`src/rtl/pmcap_pkg.sv`:
```
package pmcap_pkg;

  typedef enum logic [1:0] {
    PWR_ON   = 2'b00,
    PWR_LOW1 = 2'b01,
    PWR_LOW2 = 2'b10,
    PWR_OFF  = 2'b11
  } pwr_state_e;

  typedef struct packed {
    logic chassis;
    logic cap;
    logic ctl;
  } reg_hit_t;

  localparam int DWORD_W = 32;

endpackage

```
`src/rtl/pmcap_decode.sv`:
```
module pmcap_decode
  import pmcap_pkg::*;
#(
  parameter int IDX_W       = 6,
  parameter int CHASSIS_OFS = 'hB0,
  parameter int CAP_OFS     = 'hDC,
  parameter int CTL_OFS     = 'hE0
) (
  input  logic [IDX_W-1:0] idx,
  output reg_hit_t         hit
);

  localparam logic [IDX_W-1:0] CHASSIS_IDX = IDX_W'(CHASSIS_OFS >> 2);
  localparam logic [IDX_W-1:0] CAP_IDX     = IDX_W'(CAP_OFS >> 2);
  localparam logic [IDX_W-1:0] CTL_IDX     = IDX_W'(CTL_OFS >> 2);

  always_comb begin
    hit         = '0;
    hit.chassis = (idx == CHASSIS_IDX);
    hit.cap     = (idx == CAP_IDX);
    hit.ctl     = (idx == CTL_IDX);
  end

endmodule

```
`src/rtl/pmcap_pstate.sv`:
```
module pmcap_pstate
  import pmcap_pkg::*;
#(
  parameter bit LOW1_OK = 1'b0,
  parameter bit LOW2_OK = 1'b0
) (
  input  logic       clk,
  input  logic       rst_n,
  input  logic       wr_en,
  input  logic [1:0] wr_val,
  output logic [1:0] state,
  output logic       pulse
);

  pwr_state_e cur_q;
  pwr_state_e req;
  logic       accept;
  logic       wake;
  logic       pulse_q;

  assign req = pwr_state_e'(wr_val);

  generate
    if (LOW1_OK && LOW2_OK) begin : g_all
      assign accept = 1'b1;
    end else if (LOW1_OK) begin : g_low1
      assign accept = (req != PWR_LOW2);
    end else if (LOW2_OK) begin : g_low2
      assign accept = (req != PWR_LOW1);
    end else begin : g_min
      assign accept = (req == PWR_ON) || (req == PWR_OFF);
    end
  endgenerate

  assign wake = wr_en && accept && (cur_q == PWR_OFF) && (req == PWR_ON);

  always_ff @(posedge clk or negedge rst_n) begin
    if (!rst_n) begin
      cur_q   <= PWR_ON;
      pulse_q <= 1'b0;
    end else begin
      pulse_q <= wake;
      if (pulse_q) begin
        cur_q <= PWR_ON;
      end else if (wr_en && accept) begin
        cur_q <= req;
      end
    end
  end

  assign state = cur_q;
  assign pulse = pulse_q;

endmodule

```
`src/rtl/pmcap_chassis.sv`:
```
module pmcap_chassis #(
  parameter int W = 8
) (
  input  logic         clk,
  input  logic         rst_n,
  input  logic         clr,
  input  logic         wr_en,
  input  logic [W-1:0] wr_val,
  output logic [W-1:0] value
);

  logic [W-1:0] val_q;

  always_ff @(posedge clk or negedge rst_n) begin
    if (!rst_n) begin
      val_q <= '0;
    end else if (clr) begin
      val_q <= '0;
    end else if (wr_en) begin
      val_q <= wr_val;
    end
  end

  assign value = val_q;

endmodule

```
`src/rtl/pmcap_regs.sv`:
```
module pmcap_regs
  import pmcap_pkg::*;
#(
  parameter int ADDR_W      = 8,
  parameter int CHASSIS_OFS = 'hB0,
  parameter int CAP_OFS     = 'hDC,
  parameter int CTL_OFS     = 'hE0,
  parameter int CAP_ID      = 'h01,
  parameter int CAP_VER     = 1,
  parameter bit LOW1_OK     = 1'b0,
  parameter bit LOW2_OK     = 1'b0
) (
  input  logic              clk,
  input  logic              rst_n,
  input  logic [ADDR_W-1:0] cfg_addr,
  input  logic [3:0]        cfg_be,
  input  logic [31:0]       cfg_wdata,
  input  logic              cfg_wr,
  input  logic              cfg_rd,
  output logic [31:0]       cfg_rdata,
  output logic              cfg_rvalid,
  output logic              soft_rst
);

  localparam int IDX_W = ADDR_W - 2;
  localparam logic [31:0] CAP_WORD =
      {5'd0, LOW2_OK, LOW1_OK, 6'd0, 3'(CAP_VER), 8'(CHASSIS_OFS), 8'(CAP_ID)};

  reg_hit_t    hit;
  logic [1:0]  pwr;
  logic [7:0]  chassis;
  logic        pulse;
  logic [31:0] rd_mux;
  logic [31:0] rdata_q;
  logic        rvalid_q;
  logic        unused_bits;

  assign unused_bits = ^{cfg_addr[1:0], cfg_be[2:1], cfg_wdata[23:2]};

  pmcap_decode #(
    .IDX_W      (IDX_W),
    .CHASSIS_OFS(CHASSIS_OFS),
    .CAP_OFS    (CAP_OFS),
    .CTL_OFS    (CTL_OFS)
  ) u_dec (
    .idx(cfg_addr[ADDR_W-1:2]),
    .hit(hit)
  );

  pmcap_pstate #(
    .LOW1_OK(LOW1_OK),
    .LOW2_OK(LOW2_OK)
  ) u_pst (
    .clk   (clk),
    .rst_n (rst_n),
    .wr_en (cfg_wr && hit.ctl && cfg_be[0]),
    .wr_val(cfg_wdata[1:0]),
    .state (pwr),
    .pulse (pulse)
  );

  pmcap_chassis #(
    .W(8)
  ) u_chs (
    .clk   (clk),
    .rst_n (rst_n),
    .clr   (pulse),
    .wr_en (cfg_wr && hit.chassis && cfg_be[3]),
    .wr_val(cfg_wdata[31:24]),
    .value (chassis)
  );

  always_comb begin
    rd_mux = '0;
    if (hit.chassis) begin
      rd_mux[31:24] = chassis;
    end else if (hit.cap) begin
      rd_mux = CAP_WORD;
    end else if (hit.ctl) begin
      rd_mux[1:0] = pwr;
    end
  end

  always_ff @(posedge clk or negedge rst_n) begin
    if (!rst_n) begin
      rdata_q  <= '0;
      rvalid_q <= 1'b0;
    end else begin
      rvalid_q <= cfg_rd;
      rdata_q  <= cfg_rd ? rd_mux : '0;
    end
  end

  assign cfg_rdata  = rdata_q;
  assign cfg_rvalid = rvalid_q;
  assign soft_rst   = pulse;

endmodule

```
`config.mk`:
```
export PLATFORM = sky130hd
export DESIGN_NAME = pmcap_regs
export DESIGN_NICKNAME = d
export VERILOG_FILES = /design/src/rtl/pmcap_pkg.sv /design/src/rtl/pmcap_decode.sv /design/src/rtl/pmcap_pstate.sv /design/src/rtl/pmcap_chassis.sv /design/src/rtl/pmcap_regs.sv
export SDC_FILE = /design/constraint.sdc
export NUM_CORES = 1
export LEC_CHECK = 0
export ABC_AREA = 0
export CAP_MARGIN = 25
export CORE_MARGIN = 3
export CORE_UTILIZATION = 55
export CTS_CLUSTER_DIAMETER = 50
export DETAILED_ROUTE_END_ITERATION = 10
export DONT_BUFFER_PORTS = 1
export GPL_ROUTABILITY_DRIVEN = 0
export GPL_TIMING_DRIVEN = 0
export PLACE_DENSITY_LB_ADDON = 0.1
export SYNTH_ARGS = -nofsm -noshare
export SYNTH_HDL_FRONTEND = slang
export SYNTH_SLANG_ARGS = --single-unit
```
`constraint.sdc`:
```
create_clock -name clk -period 0.9 [get_ports clk]
set_clock_uncertainty 0.2 [all_clocks]
set_input_delay 0.135 -clock clk [delete_from_list [all_inputs] [get_ports clk]]
set_output_delay 0.135 -clock clk [all_outputs]
set_load 0.05 [all_outputs]
```
==> reports/qor.csv <==
metric;value;unit
worst path bufs/invs;1;
YS warnings;0;
RSZ-0062 raised after global routing;true;
CTS Buffer Depth;2;
Std-Cell Rows;16;
Worst-Skew Late Latency;0.32;ns
post-DP HPWL;1572;um
drt first pass iters;4;
fin cells;171;
Final #Nets;194;
vias in the first global route;743;
Initial Utilization;0.5881;
register area share after synthesis;0.4888;
Max-Slew Margin vs Limit;0.6017;
fin crit period;1.452;ns
grt total ovfl;0;
Netlist cell types;22;
core footprint;2002;sq um
antenna diode count;0;
WHS;-0.2492;ns
global-route wire length before repair;3532;um
sw frac;0.3187;
Peak supply drop;0.0009125;V
total CTS buffers;3;
Net Sw Power;676.1;uW
clock share of power;0.228;
cell area after synthesis;1177;sq um
P&R area growth vs syn;48.03;%
CTS tree;yes;
Reg clk slew, reported paths;0.12;ns
WP data arrival;1.12;ns
layout cell share with drive strength beyond 1;0.5556;
via count;824;
# port buffers;0;
CP required;0.56;ns
worst-margin pin slew;0.5954;ns
Post-Synthesis Cells;109;
CTS Hold Buffers Added;10;
total of max-cap violations;0;
post-route antenna net violation count;0;
crit-path cells;buf_8;
full die area;2732;sq um
die width;52.27;um
Leak;0.7652;nW
CP startpoint kind;flip-flop;
initial drt markers;4;
CP top delay family;flip-flops;
wire length per cell;16.31;um
CTS Sinks;23;
Clock Tree Root;clkbuf_4;
worst-path fanout max;4;
worst hold path class;in2reg;
final setup margin;-0.5516;ns
slowest stage delay, CP;0.61;ns
Setup WS pre-CTS;-0.7362;ns
part of the cycle the worst path needs;1.613;
Final TNS setup;-11.38;ns
combinational power share;0.227;
top_reg_cell synth;dfrtp_1;
syn avg cell area;10.80;sq um
failing checks;hold timing, setup timing;
initial antenna violation count;0;
worst setup path category;reg2out;
Fmax achieved;0.6889;GHz
crit end category;output pin;
number of remaining DRC errors;0;
die height;52.27;um
final hold vios;17;
final setup violation count;37;
status;complete, but fails checks;
Via density;4.819;
Ports;82;
slowest cell on the critical path;dfrtp_4;
pin count of the biggest net entering global routing;24;
final WL;2789;um
dpl cells;153;
Power Internal;1.445;mW
number of flops mapped to enable cells by yosys;0;
Final Max Tran Viols;0;
Seq cells post-synth;23;
CTS HTree Levels;1;
post-synthesis async set-or-reset flop share;1.000;
total track usage;0.1835;
sequential share of power;0.544;
Pwr Density;1217;nW/um^2
## per-layer routing
metal,track usage,routed length [um],vias to the layer above
met5,0,0,-
met1,0.2220,1063,394
met4,0.08936,70,0
li1,-,-,381
met3,0.03989,164,7
met2,0.3075,1491,42
## through the flow
| stage | util | cell area, sq um | power (mW) |
|---|---|---|---|
| 2_1_floorplan | - | 1314 | 1.463 |
| 3_3_place_gp | 0.6731 | 1348 | 1.477 |
| 3_5_place_dp | 0.6731 | 1348 | 1.485 |
| 4_1_cts | 0.7775 | 1556 | 2.006 |
| 5_1_grt | 0.8706 | 1743 | 2.210 |
| 6_report | 0.8706 | 1743 | 2.121 |
## power by group through the flow
stage	clock network [mW]	logic [mW]	registers (mW)
after global placement	0	0.332	1.15
after CTS	0.474	0.404	1.13
after detailed placement	0	0.336	1.15
final	0.484	0.483	1.15
after floorplan	0	0.322	1.14
after global routing	0.532	0.518	1.16
## synthesized netlist by cell type (2+ instances only)
cell type | n | area share
nor2_1 | 2 | 0.0064
nor3_1 | 2 | 0.0085
nand3b_1 | 2 | 0.013
and2_1 | 8 | 0.043
mux2i_1 | 10 | 0.085
clkbuf_1 | 2 | 0.0064
inv_1 | 3 | 0.0096
nand2b_1 | 20 | 0.11
dfrtp_1 | 23 | 0.49
nand3_1 | 2 | 0.0085
nand2_1 | 4 | 0.013
buf_4 | 21 | 0.13
## logic make-up (layout without fill, tap and decap cells)
family / Yosys count / after routing / synth area share
adders and majority gates: 1 / 1 / 0.01063
and+or+nand+nor: 46 / 46 / 0.2540
other: 1 / 18 / 0.003185
buffers and inverters: 26 / 44 / 0.1498
AOI/OAI and AO/OA: 2 / 2 / 0.008493
DFF: 23 / 23 / 0.4888
muxes: 10 / 10 / 0.08502
## path summary, 6_finish.rpt
path | start | end | slack [ns] | depth (start not counted)
setup / recovery | cfg_rdata[16]$_DFF_PN0_ | cfg_rdata[15] | -0.55 | 1
hold / removal | cfg_wdata[1] | u_pst.state[1]$_DFFE_PN0P_ | -0.25 | 2
setup reg to reg | u_pst.pulse$_DFF_PN0_ | u_chs.value[7]$_DFFE_PN0P_ | -0.48 | 3
hold reg to reg | u_chs.value[5]$_DFFE_PN0P_ | cfg_rdata[29]$_DFF_PN0_ | 0.34 | 1
max in group asynchronous | rst_n | cfg_rdata[16]$_DFF_PN0_ | 0.19 | 2
min in group asynchronous | rst_n | cfg_rdata[30]$_DFF_PN0_ | -0.11 | 1
## area by class of cell
type,instances,area [sq um]
Multi-Input combinational cell,77,695.7
Sequential cell,23,596.8
Timing Repair Buffer,14,155.1
Buffer,23,210.2
Inverter,3,23.77
Clock buffer,3,22.52
Fill cell,93,259.0
Clock inverter,1,5.005
Tap cell,27,33.78
## worst reg2reg max path, stage by stage, from the launching register on
cell,delay [ns]
dfrtp_4,0.62
buf_8,0.18
nand2b_4,0.14
mux2i_2,0.16
## placed cells by master (no fill, tap or decap)
cell            Yosys  routed
mux2i_2             0       1
ha_4                0       1
conb_1              1      18
and2_1              8       7
nor2_2              0       1
and3b_1             1       1
nor4_2              1       1
nand3_2             0       2
nor2_1              2       1
and2_4              0       1
inv_1               3       1
a21oi_2             0       1
dlymetal6s4s_1      0       1
or4b_4              0       1
nor3_2              0       1
o21ai_2             0       1
buf_8               0       8
buf_4              21      19
nand2_1             4       4
dfrtp_1            23      10
or3b_4              1       1
nor3_4              1       2
inv_2               0       1
dlygate4sd3_1       0       9
nand2b_1           20       1
clkinv_2            0       1
inv_12              0       1
dfrtp_4             0       2
nor3b_2             0       1
nand2b_4            0      19
clkbuf_4            0       3
mux2i_1            10       9
nand3b_1            2       2
dfrtp_2             0      11
## state kept, by name, indices dropped and copies added, names as in the netlist
| register | count |
|---|---|
| cfg_rdata | 11 |
| u_chs.value | 8 |
| u_pst.pulse | 1 |
| u_pst.state | 2 |
| cfg_rvalid | 1 |
## timing repair
action                     in CTS  in global routing
buffers inserted                0                  1
gates resized for setup        15                 30
hold endpoints to repair       46                 16
cloned                          2                  0
setup endpoints to repair      38                 38
pin swaps                       1                  5
Note: power is estimated with default switching activity, not from simulation.
